**src/rtl/pci_link_router.sv**
```systemverilog
module pci_link_router #(
  parameter int NUM_OUT = 16,
  parameter int SLOT_W  = 5,
  parameter int BASE    = 8'h60
) (
  input  logic               clk,
  input  logic               rst_n,
  input  logic               cfg_we,
  input  logic [7:0]         cfg_addr,
  input  logic [3:0]         cfg_be,
  input  logic [31:0]        cfg_wdata,
  input  logic [3:0]         link_lvl,
  input  logic [SLOT_W-1:0]  swz_slot,
  input  logic [1:0]         swz_pin,
  output logic [1:0]         swz_link,
  input  logic [1:0]         rt_sel,
  output logic [7:0]         rt_byte,
  output logic [4:0]         rt_irq,
  output logic [NUM_OUT-1:0] irq_out
);
  localparam int NL    = 4;
  localparam int LANES = 4;
  localparam int MW    = NUM_OUT * NL;

  logic [7:0]    route_q [NL];
  logic [7:0]    route_d [NL];
  logic [MW-1:0] map_q, map_d;
  logic [8:0]    lane_a   [LANES];
  logic [1:0]    lane_off [LANES];
  logic [LANES-1:0] lane_hit;

  for (genvar b = 0; b < LANES; b++) begin : g_lane
    assign lane_a[b]   = {1'b0, cfg_addr} + 9'(b);
    assign lane_hit[b] = cfg_we && cfg_be[b] &&
                         lane_a[b] >= 9'(BASE) && lane_a[b] < 9'(BASE + NL);
    assign lane_off[b] = 2'(lane_a[b] - 9'(BASE));
  end

  always_comb begin
    for (int l = 0; l < NL; l++) route_d[l] = route_q[l];
    for (int b = 0; b < LANES; b++)
      if (lane_hit[b]) route_d[lane_off[b]] = cfg_wdata[8*b +: 8];
  end

  for (genvar o = 0; o < NUM_OUT; o++) begin : g_out
    for (genvar l = 0; l < NL; l++) begin : g_link
      assign map_d[o*NL + l] = !route_d[l][7] && route_d[l][3:0] == 4'(o) && link_lvl[l];
    end
    assign irq_out[o] = |map_q[o*NL +: NL];
  end

  always_ff @(posedge clk) begin
    if (!rst_n) begin
      for (int l = 0; l < NL; l++) route_q[l] <= 8'h80;
      map_q <= '0;
    end else begin
      for (int l = 0; l < NL; l++) route_q[l] <= route_d[l];
      map_q <= map_d;
    end
  end

  assign rt_byte  = route_q[rt_sel];
  assign rt_irq   = (rt_byte[7] || {1'b0, rt_byte[3:0]} >= 5'(NUM_OUT)) ? 5'h1F
                                                                        : {1'b0, rt_byte[3:0]};
  assign swz_link = 2'(swz_pin + swz_slot[1:0] + 2'd3);
endmodule


```
**config.mk**
```make
export PLATFORM = sky130hd
export DESIGN_NAME = pci_link_router
export DESIGN_NICKNAME = d
export VERILOG_FILES = /design/src/rtl/pci_link_router.sv
export SDC_FILE = /design/constraint.sdc
export NUM_CORES = 1
export LEC_CHECK = 0
export ABC_AREA = 1
export CAP_MARGIN = 20
export CORE_ASPECT_RATIO = 1.2
export CORE_MARGIN = 3
export CORE_UTILIZATION = 55
export DETAILED_ROUTE_END_ITERATION = 8
export GPL_ROUTABILITY_DRIVEN = 0
export GPL_TIMING_DRIVEN = 0
export PLACE_DENSITY = 0.81
export SYNTH_ARGS = -nofsm -noshare
export SYNTH_HDL_FRONTEND = slang
export SYNTH_SLANG_ARGS = --single-unit
```
**constraint.sdc**
```tcl
create_clock -name clk -period 3.2 [get_ports clk]
set_input_delay 0.64 -clock clk [delete_from_list [all_inputs] [get_ports clk]]
set_output_delay 0.64 -clock clk [all_outputs]
set_load 0.05 [all_outputs]
```
* After elaboration in Yosys (flattened, before gate mapping) *
Memories as Yosys holds them, arrays and structs flattened.
Cells that the tools add are included.

cells by class
  bitwise gates (word level) = 8
  $lt $le $gt $ge = 16
  muxes and demuxes = 23
  reductions and logical operators = 168
  add/sub/neg operators = 9
  equality and inequality tests = 60

operators by type and width
  cell                 number
  $logic_and 1x1->1    144
  $bwmux 32            4
  $eq 4x4->1 const B   32
  $mux 32              4
  $demux 8 s2          4
  $eq 4x3->1 const B   16
  $mux 8               8
  $reduce_or 4->1      16
  $eq 4x2->1 const B   8
  $ge 9x7->1 const B   3
  $lt 9x7->1 const B   3
  $add 8x2->9 const B  2
  $eq 4x1->1 const B   4
  $logic_not 4->1      4
  $ge 3x3->1 const B   4
  $lt 3x1->1 const B   4
  $not 2->3            4
  $add 8x1->9 const B  1
  $ge 8x7->1 const B   1
  $lt 8x7->1 const B   1
  $sub 2x1->2 const B  4
  $mux 5               1
  $logic_not 1->1      4
  $or 1x1->1           4
  other kinds (3)      4

word-level totals
  memories = 1
  bits in writable memories = 32
  register bits after elaboration = 64
  word-level logic and storage cells = 286
  input bits = 60

memory list
  memory   depth  width  read ports  clocked after Yosys merged registers in  wr ports  line  source
  route_q  4      8      5           0                                        4         25    logic [7:0] route_q [NL];

* Depth between registers and ports, before layout *
  word-level depth = 17
  mapped depth = 18
  mapped depth without buffers = 17

* Worst setup path after synthesis *
Ideal clock, no wire load.

  kind = input port to output port
  start point = input port rt_sel[0]
  end point = output port rt_irq[0]
  path buffers = 1
  required time = 2.560 ns
  arrival time = 2.608 ns
  path slack = -0.048 ns
  cell stages on the path = 6
  cell sequence = clkbuf_1 -> inv_1 -> nand2_1 -> a32oi_1 -> inv_1 -> nand3_1

between the ends
  longest elaborated chain between the ends = 2

RTL lines
  what            line  source
  from (decl)     16    input logic [1:0] rt_sel,
  $mem_v2 4x8     -
  via rt_byte[7]  17    output logic [7:0] rt_byte,
  $mux 5          63    assign rt_irq = (rt_byte[7] || {1'b0, rt_byte[3:0]} >= 5'(NUM_OUT)) ? 5'h1F
  to (decl)       18    output logic [4:0] rt_irq,

The timed path passes the listed nets, and every way through them passes these cells.

* Worst setup path in the final report *
  start point = input port rt_sel[1]
  end point = output port rt_byte[2]

between the ends
  longest elaborated chain between the ends = 1

RTL lines
  what         line
  $mem_v2 4x8  -
  to (decl)    17

No other way between the ends.

==> results.ini <==
[clocking]
root_buffer = clkbuf_16
numCtsBuffers = 9
clkLatencyLatePin_ns = 0.35
cts_sinks = 96
ctsHoldBuffers = 0
cts_max_level = 3
cts_tree = done
cts_buffer_depth = 2
clk_pin_slew_ns = 0.07

[sta]
setup_ws_ns = 0.143
min_period_ns = 3.06
hold_viol = 0
slew_headroom_pct = 61.4
finalCritPeriodShare_pct = 95.5
drv_slew = 0
fin_skew_ns = 0.0118
setup-tns-final_ns = 0
tightest_slew_ns = 0.578
max_clock_freq_mhz = 327
setup_viol = 0

[floorplan]
core_area_um2 = 10200
num_rows = 40
start_util_pct = 57.2
dieArea_um2 = 11800
boundaryPins = 91
die_h_um = 119
die_w_um = 99.8

[worst_hold_path]
hold_path.class = reg -> reg

[worst_setup_path]
start_kind = input pin
required_ns = 2.56
cp_max_fo = 9
crit_arrival_ns = 2.42
setup.worst_path.class = in -> out
endpoint_kind = primary output

[final_layout]
syn_to_final_growth_pct = 24.7
drive_gt1_share_pct = 14.6
n_antenna_cell = 0
final_cells = 1131
final.fill_count = 890
postLayoutCellArea_um2 = 7250
nNetsFinal = 1063

[place]
placed_cell_area_um2 = 6800
portBuffers = 82
dp_slack_ns = -0.432
dp_cells = 1105
hpwl_mm = 14.6

[route]
drt-initial-drc-count = 783
drt-vias-per-instance = 5.64
wl_per_cell_um = 16.6
num_vias = 6381
post-route-drc-count = 0
drt-pass1-iter-count = 6
ant_nets = 0
wirelength_mm = 18.7

[power]
peakVddDrop_mv = 0.209
leakagePower_nw = 3.33
power_density_nw_per_um2 = 361

[synth]
netlist-cell-type-count = 38
syn_nets = 960
yosysTopAreaCell = dfxtp_1
synthTopCellsByArea = dfxtp_1, nand2_1, nor2_1
ys_ff_latch = 96
syn_area_um2 = 5810
seq_area_frac_synth_pct = 33.1
synth_top_area_share_pct = 33.1
netlist_instances = 897
synth_warnings = 0
avgSynthCellArea_um2 = 6.48

[grt]
grtUsageTotal_pct = 31.4
antenna_found_initial = 0
grt_max_degree = 19
grt_pass1_wl_mm = 29.3
grt_pass1_vias = 5785
grt_overflow_total = 0

[flow_run]
drv_cap = 0

[status]
outcome = finished clean

-- registers in the layout, summed over array words and instances (netlist names) --
register / flops
map_q: 64
route_q: 32
-- kinds of logic (layout without fill, tap and decap cells) --
| logic type | count (synthesis) | in the layout | share of synthesized area (%) |
|---|---|---|---|
| AND/OR/NAND/NOR | 506 | 506 | 41.0 |
| buffers and inverters | 159 | 267 | 11.5 |
| AO/OA/AOI/OAI | 127 | 127 | 12.9 |
| flip-flops | 96 | 96 | 33.1 |
| XOR/XNOR | 6 | 6 | 0.905 |
| adder cells (fa/ha/maj) | 3 | 3 | 0.646 |
-- report_power, final --
part | switching, mW | internal, mW
logic | 0.244 | 0.132
clock network | 0.499 | 0.542
registers | 0.00181 | 1.20
total | 0.746 | 1.87
-- final timing paths --
path	from	slack (ns)	cells after the start	to
worst max-delay path	rt_sel[1]	0.14	6	rt_byte[2]
worst min-delay path	route_q[2][5]	0.62	4	route_q[2][5]
worst max register to register	route_q[3][2]	1.72	6	map_q[27]
worst min register to register	route_q[2][5]	0.62	4	route_q[2][5]
-- critical path, stage by stage --
cell and delay [ns]:
clkdlybuf4s50_1 0.72, inv_2 0.18, nor2_1 0.12, o21ai_0 0.13, nand2_1 0.10, dlygate4sd2_1 0.52
-- what timing repair did --
item | in CTS | in global routing
setup endpoints to repair | 29 | 63
buffers inserted | 2 | 8
pin swaps | 1 | 4
gates resized for setup | 27 | 31
-- cells in the mapped netlist, drive strengths merged --
library cell / count
clkbuf: 6
nand2: 242
a31oi: 12
nand3: 61
and2: 2
o21ai: 63
nor2: 156
dfxtp: 96
buf: 16
inv: 135
clkinv: 2
nor3: 8
ha: 3
o22ai: 3
o211ai: 15
nand4: 21
a32oi: 1
or4: 16
xor2: 4
xnor2: 2
a21oi: 33
-- per-layer routing --
metal,vias to the layer above,track usage [%],routed length [µm]
met5,-,0,0
li1,3083,-,-
met4,0,14.2,1040
met1,2827,39.2,7120
met2,386,53.0,8900
met3,85,4.31,1670
-- metrics by stage --
stage / util, % / hold slack [ns] / power, mW
floorplan: - / 0.564 / 1.44
global placement: 66.9 / 0.614 / 1.60
detailed placement: 66.9 / 0.611 / 1.60
CTS: 70.0 / 0.623 / 2.60
global route: 71.3 / 0.679 / 2.68
finish: 71.3 / 0.619 / 2.62
-- cells in the final DEF (no fill, tap or decap), types with 4 or more instances in the layout --
master / n
a21oi_1: 21
a21oi_2: 9
a31oi_1: 12
buf_2: 5
buf_4: 15
clkbuf_1: 6
clkbuf_16: 9
clkbuf_2: 4
clkdlybuf4s15_2: 4
clkdlybuf4s50_1: 68
dfxtp_1: 96
dlygate4sd2_1: 6
inv_1: 121
inv_2: 11
nand2_1: 213
nand2_2: 26
nand3_1: 48
nand3_2: 8
nand3_4: 5
nand4_1: 21
nor2_1: 134
nor2_2: 15
nor2_4: 4
nor3_1: 4
o211ai_1: 15
o21ai_0: 57
o21ai_1: 6
or4_1: 16
xor2_1: 4
-- final cells by class --
type / count / area, µm² / area share [%]
Multi-Input combinational cell: 642 / 3310 / 45.7
Timing Repair Buffer: 92 / 898 / 12.4
Buffer: 22 / 153 / 2.11
Inverter: 137 / 522 / 7.20
Sequential cell: 96 / 1920 / 26.5
Clock buffer: 9 / 225 / 3.11
Tap cell: 126 / 158 / 2.18
Clock inverter: 7 / 60.1 / 0.829
Note: power is estimated with default switching activity, not from simulation.
